===== config.mk =====
export PLATFORM = sky130hd
export DESIGN_NAME = ftb_timebase
export DESIGN_NICKNAME = d
export VERILOG_FILES = /design/src/rtl/ftb_pkg.sv /design/src/rtl/ftb_edge_sync.sv /design/src/rtl/ftb_src_sel.sv /design/src/rtl/ftb_counter.sv /design/src/rtl/ftb_timebase.sv
export SDC_FILE = /design/constraint.sdc
export NUM_CORES = 1
export LEC_CHECK = 0
export ABC_AREA = 1
export BUFFER_PORTS_ARGS = -buffer_cell sky130_fd_sc_hd__buf_2
export CORE_ASPECT_RATIO = 1.5
export CORE_MARGIN = 2
export CORE_UTILIZATION = 52
export CTS_CLUSTER_DIAMETER = 150
export CTS_CLUSTER_SIZE = 10
export DETAILED_ROUTE_END_ITERATION = 6
export GPL_TIMING_DRIVEN = 0
export PLACE_DENSITY = 0.86
export SYNTH_ARGS = -nofsm -noshare
export SYNTH_HDL_FRONTEND = slang
export SYNTH_HIERARCHICAL = 1
export SYNTH_SLANG_ARGS = --single-unit

===== constraint.sdc =====
create_clock -name clk -period 1.9 [get_ports clk]
set_input_delay 0.285 -clock clk [delete_from_list [all_inputs] [get_ports clk]]
set_output_delay 0.285 -clock clk [all_outputs]
set_load 0.005 [all_outputs]

===== src/rtl/ftb_pkg.sv =====
package ftb_pkg;
  localparam int CNT_W   = 16;
  localparam int N_TAPS  = 6;
  localparam int SRC_W   = $clog2(N_TAPS + 2);
  localparam int LVL_W   = 3;

  localparam logic [1:0] ADDR_COUNT  = 2'd0;
  localparam logic [1:0] ADDR_CTRL   = 2'd1;
  localparam logic [1:0] ADDR_STATUS = 2'd2;

  localparam int CTL_POL_BIT  = SRC_W;
  localparam int CTL_DRVA_BIT = SRC_W + 1;
  localparam int CTL_DRVB_BIT = SRC_W + 2;

  typedef struct packed {
    logic             drv_b;
    logic             drv_a;
    logic             fall_edge;
    logic [SRC_W-1:0] src;
  } ctrl_t;
endpackage


===== src/rtl/ftb_edge_sync.sv =====
module ftb_edge_sync (
  input  logic clk,
  input  logic rst,
  input  logic pin,
  input  logic fall_sel,
  output logic pulse
);
  logic s1, s2, prev;

  always_ff @(posedge clk) begin
    if (rst) begin
      s1   <= 1'b0;
      s2   <= 1'b0;
      prev <= 1'b0;
    end else begin
      s1   <= pin;
      s2   <= s1;
      prev <= s2;
    end
  end

  assign pulse = fall_sel ? (prev & ~s2) : (s2 & ~prev);

  // one detected edge gives a single-cycle count enable
  a_r4_single_pulse: assert property (@(posedge clk) disable iff (rst)
    pulse |=> (!pulse || (fall_sel != $past(fall_sel))));
endmodule


===== src/rtl/ftb_src_sel.sv =====
module ftb_src_sel #(
  parameter int N_TAPS = 6,
  parameter int SRC_W  = $clog2(N_TAPS + 2)
) (
  input  logic              run,
  input  logic [SRC_W-1:0]  src,
  input  logic [N_TAPS-1:0] taps,
  input  logic              ext_pulse,
  output logic              tick
);
  localparam logic [SRC_W-1:0] EXT_CODE = SRC_W'(N_TAPS);

  logic [N_TAPS-1:0] hit;

  for (genvar i = 0; i < N_TAPS; i++) begin : g_tap
    assign hit[i] = taps[i] & (src == SRC_W'(i));
  end

  assign tick = run & ((|hit) | (ext_pulse & (src == EXT_CODE)));
endmodule


===== src/rtl/ftb_counter.sv =====
module ftb_counter #(
  parameter int W = 16
) (
  input  logic         clk,
  input  logic         rst,
  input  logic         tick,
  input  logic         load,
  input  logic [W-1:0] load_val,
  output logic [W-1:0] count,
  output logic         wrap
);
  assign wrap = tick & ~load & (count == {W{1'b1}});

  always_ff @(posedge clk) begin
    if (rst)       count <= '0;
    else if (load) count <= load_val;
    else if (tick) count <= count + W'(1);
  end

  // software load wins over a count enable
  a_r5_load_wins: assert property (@(posedge clk) disable iff (rst)
    load |=> count == $past(load_val));
  // one step per enable
  a_r3_step: assert property (@(posedge clk) disable iff (rst)
    (tick && !load) |=> count == $past(count) + W'(1));
  // no enable, no load: value holds
  a_r2_hold: assert property (@(posedge clk) disable iff (rst)
    (!tick && !load) |=> count == $past(count));
endmodule


===== src/rtl/ftb_timebase.sv =====
module ftb_timebase
  import ftb_pkg::*;
#(
  parameter int W      = CNT_W,
  parameter int TAPS   = N_TAPS
) (
  input  logic            clk,
  input  logic            rst,
  input  logic            prescaler_run,
  input  logic [TAPS-1:0] tap_pulse,
  input  logic            ext_pin,
  input  logic            reg_sel,
  input  logic            reg_wr,
  input  logic            reg_rd,
  input  logic [1:0]      reg_addr,
  input  logic [W-1:0]    reg_wdata,
  output logic [W-1:0]    reg_rdata,
  output logic            irq_req,
  output logic [LVL_W-1:0] irq_level,
  output logic [W-1:0]    tbus_a,
  output logic            tbus_a_en,
  output logic [W-1:0]    tbus_b,
  output logic            tbus_b_en
);
  localparam int SW = $clog2(TAPS + 2);

  logic [SW-1:0]    src_q;
  logic             fall_q, drva_q, drvb_q;
  logic             ovf_q;
  logic [LVL_W-1:0] lvl_q;
  logic [W-1:0]     count;
  logic             wrap, tick, ext_pulse;
  logic             cnt_wr, ctl_wr, stat_wr, rd_en;

  assign cnt_wr  = reg_sel & reg_wr & (reg_addr == ADDR_COUNT);
  assign ctl_wr  = reg_sel & reg_wr & (reg_addr == ADDR_CTRL);
  assign stat_wr = reg_sel & reg_wr & (reg_addr == ADDR_STATUS);
  assign rd_en   = reg_sel & reg_rd;

  ftb_edge_sync u_edge (
    .clk(clk), .rst(rst), .pin(ext_pin), .fall_sel(fall_q), .pulse(ext_pulse)
  );

  ftb_src_sel #(.N_TAPS(TAPS), .SRC_W(SW)) u_sel (
    .run(prescaler_run), .src(src_q), .taps(tap_pulse),
    .ext_pulse(ext_pulse), .tick(tick)
  );

  ftb_counter #(.W(W)) u_cnt (
    .clk(clk), .rst(rst), .tick(tick), .load(cnt_wr),
    .load_val(reg_wdata), .count(count), .wrap(wrap)
  );

  always_ff @(posedge clk) begin
    if (rst) begin
      src_q  <= '0;
      fall_q <= 1'b0;
      drva_q <= 1'b0;
      drvb_q <= 1'b0;
    end else if (ctl_wr) begin
      src_q  <= reg_wdata[SW-1:0];
      fall_q <= reg_wdata[SW];
      drva_q <= reg_wdata[SW+1];
      drvb_q <= reg_wdata[SW+2];
    end
  end

  always_ff @(posedge clk) begin
    if (rst) begin
      ovf_q <= 1'b0;
      lvl_q <= '0;
    end else begin
      if (wrap)                        ovf_q <= 1'b1;
      else if (stat_wr && reg_wdata[0]) ovf_q <= 1'b0;
      if (stat_wr) lvl_q <= reg_wdata[LVL_W:1];
    end
  end

  always_ff @(posedge clk) begin
    if (rst) begin
      reg_rdata <= '0;
      irq_req   <= 1'b0;
      irq_level <= '0;
      tbus_a    <= '0;
      tbus_b    <= '0;
      tbus_a_en <= 1'b0;
      tbus_b_en <= 1'b0;
    end else begin
      if (rd_en) begin
        case (reg_addr)
          ADDR_COUNT:  reg_rdata <= count;
          ADDR_CTRL:   reg_rdata <= W'({drvb_q, drva_q, fall_q, src_q});
          ADDR_STATUS: reg_rdata <= W'({lvl_q, ovf_q});
          default:     reg_rdata <= '0;
        endcase
      end
      irq_req   <= ovf_q & (lvl_q != '0);
      irq_level <= lvl_q;
      tbus_a    <= drva_q ? count : '0;
      tbus_b    <= drvb_q ? count : '0;
      tbus_a_en <= drva_q;
      tbus_b_en <= drvb_q;
    end
  end

  // a wrap leaves the flag set
  a_r7_overflow_flag: assert property (@(posedge clk) disable iff (rst)
    wrap |=> ovf_q);
  // loading zero at full scale does not raise the flag
  a_r8_no_overflow: assert property (@(posedge clk) disable iff (rst)
    (cnt_wr && count == {W{1'b1}} && !ovf_q) |=> !ovf_q);
  // held while run is low
  a_r2_run_gate: assert property (@(posedge clk) disable iff (rst)
    (!prescaler_run && !cnt_wr) |=> count == $past(count));
  // level 0 masks the request
  a_r10_irq_masked: assert property (@(posedge clk) disable iff (rst)
    (lvl_q == '0) |=> !irq_req);
  // a disabled bus outputs zero
  a_r11_bus_off: assert property (@(posedge clk) disable iff (rst)
    !drva_q |=> (tbus_a == '0 && !tbus_a_en));
endmodule


==> results of run 1 <==
==> logic make-up (layout without fill, tap and decap cells) <==
group | after synthesis | count (layout) | synth area share, %
adders and majority gates | 1 | 1 | 0.3694
buffers and inverters | 73 | 173 | 9.789
xor gates and xnor gates | 7 | 7 | 1.810
DFF | 83 | 83 | 49.06
AOI/OAI and AO/OA | 61 | 61 | 11.38
and+or+nand+nor | 205 | 205 | 27.60
==> metrics by stage <==
step                      total power, W  cells  cell area [um^2]  setup TNS (ns)
after floorplan                 0.001979    430              3387               0
after global placement          0.002057    588              3892        -0.09625
after detailed placement        0.002064    588              3892         -0.3971
after CTS                       0.003255    604              4093               0
after global routing            0.003380    606              4128               0
final                           0.003242    606              4128               0
==> state kept, by name, indices dropped and copies added, names as in the netlist <==
signal	cells
u_edge/prev	1
irq_level	3
tbus_b	16
tbus_a	16
irq_req	1
u_edge/s2	1
u_edge/s1	1
drva_q	1
ovf_q	1
tbus_b_en	1
src_q	3
tbus_a_en	1
u_cnt/count	16
fall_q	1
lvl_q	3
drvb_q	1
reg_rdata	16
==> routing by layer <==
layer  global-route usage (%)  vias to the layer above
li1                         -                     1564
met1                    23.84                     1410
met2                    43.81                      114
met3                    3.421                       27
met4                    17.01                        0
met5                        0                        -
==> worst max-delay path by stage <==
stage,from,end,slack [ns],cells after the start
after detailed placement,fall_q,ovf_q,-0.16,14
after CTS,fall_q,ovf_q,0.03,15
final,fall_q,u_cnt/count[10],0.18,14
after global placement,fall_q,ovf_q,-0.1,14
after global routing,fall_q,u_cnt/count[15],0.02,17
after floorplan,fall_q,ovf_q,0.27,14
==> layout make-up <==
class | count | area share (%)
Multi-Input combinational cell | 274 | 34.50
Tap cell | 76 | 2.304
Sequential cell | 83 | 40.32
Clock buffer | 11 | 3.183
Buffer | 15 | 2.728
Inverter | 58 | 5.365
Clock inverter | 5 | 1.303
Timing Repair Buffer | 84 | 10.31
==> Yosys cell counts, types with 2 or more instances <==
| library cell | n | share of area (%) |
|---|---|---|
| o21bai_1 | 3 | 0.66 |
| buf_6 | 3 | 1.0 |
| nand3_1 | 33 | 4.9 |
| nor2_2 | 4 | 0.74 |
| a21oi_2 | 10 | 2.6 |
| o21ai_0 | 12 | 1.8 |
| xnor2_1 | 4 | 1.0 |
| nand3_2 | 11 | 3.3 |
| inv_2 | 3 | 0.33 |
| xor2_1 | 3 | 0.78 |
| buf_2 | 6 | 0.89 |
| nand4_1 | 3 | 0.55 |
| a22oi_1 | 12 | 2.7 |
| nor3_1 | 3 | 0.44 |
| o21ai_1 | 2 | 0.30 |
| nand2_1 | 77 | 8.5 |
| a31oi_1 | 4 | 0.74 |
| inv_1 | 52 | 5.8 |
| dfxtp_1 | 83 | 49 |
| nor2_1 | 68 | 7.5 |
| nand2_2 | 3 | 0.55 |
| a21oi_1 | 18 | 2.7 |
| buf_1 | 2 | 0.22 |
| buf_4 | 2 | 0.44 |
==> power by group through the flow <==
stage	sequential, W	clock (W)	combinational [W]
3_5_place_dp	0.00184	0	0.000228
2_1_floorplan	0.00183	0	0.000153
4_1_cts	0.00180	0.00123	0.000232
5_1_grt	0.00180	0.00131	0.000271
3_3_place_gp	0.00184	0	0.000222
6_report	0.00180	0.00120	0.000242
==> what timing repair did <==
item,CTS,global route
setup buffers,0,2
pin swaps,0,3
gates resized for setup,4,6
setup endpoints to repair,12,13
==> worst max-delay path, delay by kind of cell, from the launching register on <==
| kind | cells | cell delay [ns] |
|---|---|---|
| DFF | 1 | 0.35 |
| buffers and inverters | 4 | 0.40 |
| AOI/OAI and AO/OA | 1 | 0.13 |
| and+or+nand+nor | 9 | 0.78 |
==> impl_results.md, run 1 <==
* Status: finished clean
* Max Root-Sink Buffers at 2
* Synthesized cell area at 3387 um^2
* Clock-pin slew on the worst setup and hold paths at 0.08 ns
* Die Wd at 69.90 um
* Tightest Pin Transition at 0.4889 ns
* Vias at 3115
* Number of global-route vias before repair at 2949
* RR Startpoint: fall_q
* YS warnings at 6
* Switching Share at 24.11%
* Worst Setup Start Kind: register
* Count of max-cap constraint violations at 0
* Cell mode on critical path: nand2_1
* Commonest non-fill, non-tap cell in the layout: buf_2
* Initial Util at 52.95%
* Initial antenna violation count at 0
* CTS tree: built
* GP Congestion at 0.9414
* Layout cells sized above 1 at 28.49%
* Top_reg_cell synth: dfxtp_1
* Min-delay src: ext_pin
* Tcrit/Tclk final at 90.62%
* Worst vdd ir at 439.8 uV
* DR top layer: met4
* Minimum clock period at 1.722 ns
* Data arrival, critical path at 2.01 ns
* CP Capture Type: register
* Die Area at 7188 um^2
* CP Data Required Time at 2.19 ns
* Grt total ovfl at 0
* RSZ-0062 raised after global routing: no
* GRT Total Usage at 23.49%
* Post-synth EDFFs at 0
* Final Max Slew Viols at 0
* Cell Int Power at 0.002461 W
* CTS Sinks at 83
* Global-route wire length before repair at 13130 um
* Hold Crit Depth at 3
* Hold Fails Final Rpt at 0
* Total CTS buffers at 9
* Number of remaining DRC errors at 0
* Hold slack at 0.1272 ns
* Flop pwr share at 55.4%
* Vias per inst at 5.140
* Setup violators final at 0
* Power density cells at 785.5 nW/um^2
* Antenna diodes at 0
* DP Worst Slack at -0.1597 ns
* Sequential share of the synthesized area at 49.06%
* Slowest cell on crit path: dfxtp_2
* DR pass1 iterations at 4
* Root buf cell: clkbuf_8
* Net switching power at 0.0007817 W
* Relative slew slack at 67.40%
* Insertion delay to the later sink of the worst-skew pair at 0.36 ns
* Pin count of the biggest net entering global routing at 14
* Syn_nets at 462
* WL met2 at 4220 um
* CP peak stage delay at 0.35 ns
* Final nets at 557
* Final Util at 64.53%
* Peak Freq at 0.5808 GHz
* Reg-to-reg endpoint: u_cnt/count[10]
* Core ar. at 6396 um^2
* Clock share of power at 37.1%
* Cts hold-fix bufs at 0
* I/O Pins at 85
* FF-to-FF setup slack at 0.18 ns
* First DRT Iteration DRCs at 124
* Row count at 36
* Crit-path cells: inv_1, nand3_1, nand2_1, nand3_1, nand2_1, inv_1, nand2_1, nand2_1, nor2_4, inv_2, nor2_4, clkbuf_4, nand3_1, a21oi_1
* Die Y at 102.8 um
* Post-synthesis async set-or-reset flop share at 0%
* Min-delay worst type: input pin to register
* Yosys cell types at 33
* Met1 WL at 2916 um
* Hold worst-path end: u_edge/s1
* Gate power share at 7.5%
* Routed Antenna Nets at 0
* Synth Register Bits at 83
* CP max FO at 10
* Filler cell count at 552
* # port buffers at 82
* Flip-flop and latch area at 1664 um^2
* Most frequent cells in the layout: buf_2, dfxtp_1, nand2_1
* WS Path Type: register to register
* Final Worst Setup Slack at 0.1782 ns
* Syn avg cell area at 7.877 um^2
* Drt wl/cell at 13.08 um
* Area delta synth->final at 21.87%
* Clock Skews at 0.007782 ns
* Met3 routed WL at 415 um
* Post-Route WL at 7928 um
* Cell count of the worst reg-to-reg path at 14
* Post-detail-place hpwl at 5988 um
* Multi-input gate area at 1424 um^2
* Leak Pwr at 1.803 nW
* Cells after synthesis at 430
* Htree depth at 3
(Power assumes the default switching activity.)
==> run 2: changes to the inputs <==
--- a/config.mk
+++ b/config.mk
@@ -9,12 +9,13 @@
 export BUFFER_PORTS_ARGS = -buffer_cell sky130_fd_sc_hd__buf_2
 export CORE_ASPECT_RATIO = 1.5
 export CORE_MARGIN = 2
-export CORE_UTILIZATION = 52
+export CORE_UTILIZATION = 57
+export CTS_BUF_LIST = sky130_fd_sc_hd__clkbuf_8
 export CTS_CLUSTER_DIAMETER = 150
 export CTS_CLUSTER_SIZE = 10
 export DETAILED_ROUTE_END_ITERATION = 6
 export GPL_TIMING_DRIVEN = 0
-export PLACE_DENSITY = 0.86
+export PLACE_DENSITY = 0.93
 export SYNTH_ARGS = -nofsm -noshare
 export SYNTH_HDL_FRONTEND = slang
 export SYNTH_HIERARCHICAL = 1
==> constraint.sdc (replaced) <==
create_clock -name clk -period 2 [get_ports clk]
set_input_delay 0.3 -clock clk [delete_from_list [all_inputs] [get_ports clk]]
set_output_delay 0.3 -clock clk [all_outputs]
set_load 0.005 [all_outputs]
==> impl_results.md, run 2 (synthesis gave the netlist of run 1 again) <==
* Worst Setup Start Kind: register (unchanged)
* Hold slack at 0.1512 ns (was 0.1272 ns)
* Die Y at 98.41 um (was 102.8 um)
* Net switching power at 0.0007513 W (was 0.0007817 W)
* DP Worst Slack at -0.03003 ns (was -0.1597 ns)
* Worst vdd ir at 516.1 uV (was 439.8 uV)
* Grt total ovfl at 0 (unchanged)
* Initial antenna violation count at 0 (unchanged)
* Post-Route WL at 8185 um (was 7928 um)
* Status: finished clean (unchanged)
* Overall power at 0.002945 W (was 0.003242 W)
* Minimum clock period at 1.838 ns (was 1.722 ns)
* Final Worst Setup Slack at 0.1620 ns (was 0.1782 ns)
* Relative slew slack at 66.77% (was 67.40%)
* Final Max Slew Viols at 0 (unchanged)
* GRT Total Usage at 25.74% (was 23.49%)
* Drt wl/cell at 13.66 um (was 13.08 um)
* Area delta synth->final at 20.43% (was 21.87%)
* Root buf cell: clkbuf_8 (unchanged)
* Number of remaining DRC errors at 0 (unchanged)
* Insertion delay to the later sink of the worst-skew pair at 0.35 ns (was 0.36 ns)
* Pin count of the biggest net entering global routing at 14 (unchanged)
* Initial Util at 58.54% (was 52.95%)
* Tcrit/Tclk final at 91.90% (was 90.62%)
* Final std cells w/o fill at 599 (was 606)
* Setup violators final at 0 (unchanged)
* Clock Skews at 0.007356 ns (was 0.007782 ns)
* CP max FO at 10 (unchanged)
* Count of max-cap constraint violations at 0 (unchanged)
* Clock share of power at 34.3% (was 37.1%)
* Switching Share at 25.51% (was 24.11%)
* Layout cells sized above 1 at 27.70% (was 28.49%)
* First DRT Iteration DRCs at 215 (was 124)
* Hold Fails Final Rpt at 0 (unchanged)
* Vias at 3143 (was 3115)
* CP Capture Type: register (unchanged)
* Power density cells at 721.9 nW/um^2 (was 785.5 nW/um^2)
* Setup TNS at 0 ns (unchanged)
* GP Congestion at 0.8922 (was 0.9414)
* Global-route wire length before repair at 12850 um (was 13130 um)
* Row count at 34 (was 36)
* Clock-pin slew on the worst setup and hold paths at 0.08 ns (about the same)
* Most frequent cells in the layout: buf_2, dfxtp_1, nand2_1 (unchanged)
* Peak Freq at 0.5441 GHz (was 0.5808 GHz)
* Number of global-route vias before repair at 2970 (was 2949)
* Final nets at 555 (was 557)
* Commonest non-fill, non-tap cell in the layout: buf_2 (unchanged)
* Min-delay worst type: input pin to register (unchanged)
* Flop pwr share at 57.9% (was 55.4%)
* Data arrival, critical path at 2.12 ns (was 2.01 ns)
* Max Root-Sink Buffers at 2 (unchanged)
* Placed insts at 584 (was 588)
* CTS Sinks at 83 (unchanged)
* Gate power share at 7.7% (was 7.5%)
* DR pass1 iterations at 5 (was 4)
* Total CTS buffers at 9 (unchanged)
* Tightest Pin Transition at 0.4985 ns (was 0.4889 ns)
* CTS tree: built (unchanged)
* Cts hold-fix bufs at 0 (unchanged)
* I/O Pins at 85 (unchanged)
* Routed Antenna Nets at 0 (unchanged)
* Vias per inst at 5.247 (was 5.140)
* Die Area at 6588 um^2 (was 7188 um^2)
* Setup repair bufs after CTS at 0 (unchanged)
* Antenna diodes at 0 (unchanged)
* Cell Int Power at 0.002193 W (was 0.002461 W)
* Htree depth at 3 (unchanged)
* Core ar. at 5786 um^2 (was 6396 um^2)
* # port buffers at 82 (unchanged)
* Post-detail-place hpwl at 6174 um (was 5988 um)
* Leak Pwr at 1.779 nW (was 1.803 nW)
* CP Data Required Time at 2.28 ns (was 2.19 ns)
* Die Wd at 66.94 um (was 69.90 um)
* WS Path Type: register to register (unchanged)
-- run 2: power by group through the flow --
stage                     Sequential, W  Clock, W  Combinational [W]
after floorplan                 0.00173         0           0.000146
final                           0.00171   0.00101           0.000228
after global placement          0.00174         0           0.000210
after CTS                       0.00170   0.00102           0.000220
after detailed placement        0.00174         0           0.000218
after global routing            0.00171   0.00109           0.000251
-- run 2: final cells by class --
class                           instances  area, um^2
Fill cell                             482        1707
Sequential cell                        83        1663
Multi-Input combinational cell        274        1424
Timing Repair Buffer                   82       410.4
Inverter                               58       221.5
Clock buffer                            9       123.9
Buffer                                 15       110.1
Tap cell                               72       90.09
Clock inverter                          6       36.28
-- run 2: final timing paths --
check,cells past startpoint,endpoint,from,slack [ns]
min reg2reg,2,u_edge/s2,u_edge/s1,0.41
max reg2reg,11,u_cnt/count[5],src_q[0],0.16
min,3,u_edge/s1,ext_pin,0.15
max,11,u_cnt/count[5],src_q[0],0.16
-- run 2: critical path: stages, from the launching register on --
cell and delay [ns]:
dfxtp_1 0.45, inv_2 0.09, nand2_1 0.09, nand3_1 0.10, nand2_1 0.09, nand2_1 0.08
nor2_4 0.14, inv_1 0.09, nor2_4 0.17, buf_2 0.25, nand2_1 0.08, a21oi_1 0.14
-- run 2: what timing repair did --
| item | 4_1_cts | 5_1_grt |
|---|---|---|
| gates cloned | 0 | 0 |
| resized for setup | 2 | 5 |
| endpoints found under the setup margin | 1 | 12 |
| pin swaps | 0 | 2 |
-- run 2: routing by layer --
metal	routed length (um)	up-vias	global-route usage, %
met3	475	26	4.338
li1	-	1555	-
met5	0	-	0
met2	4511	131	47.15
met1	2944	1431	26.62
met4	253	0	14.44
-- run 2: stage by stage --
stage / utilization [%] / area (um^2)
after floorplan: - / 3387
after CTS: 70.11 / 4056
final: 70.50 / 4079
after global routing: 70.50 / 4079
after global placement: 67.19 / 3887
after detailed placement: 67.19 / 3887
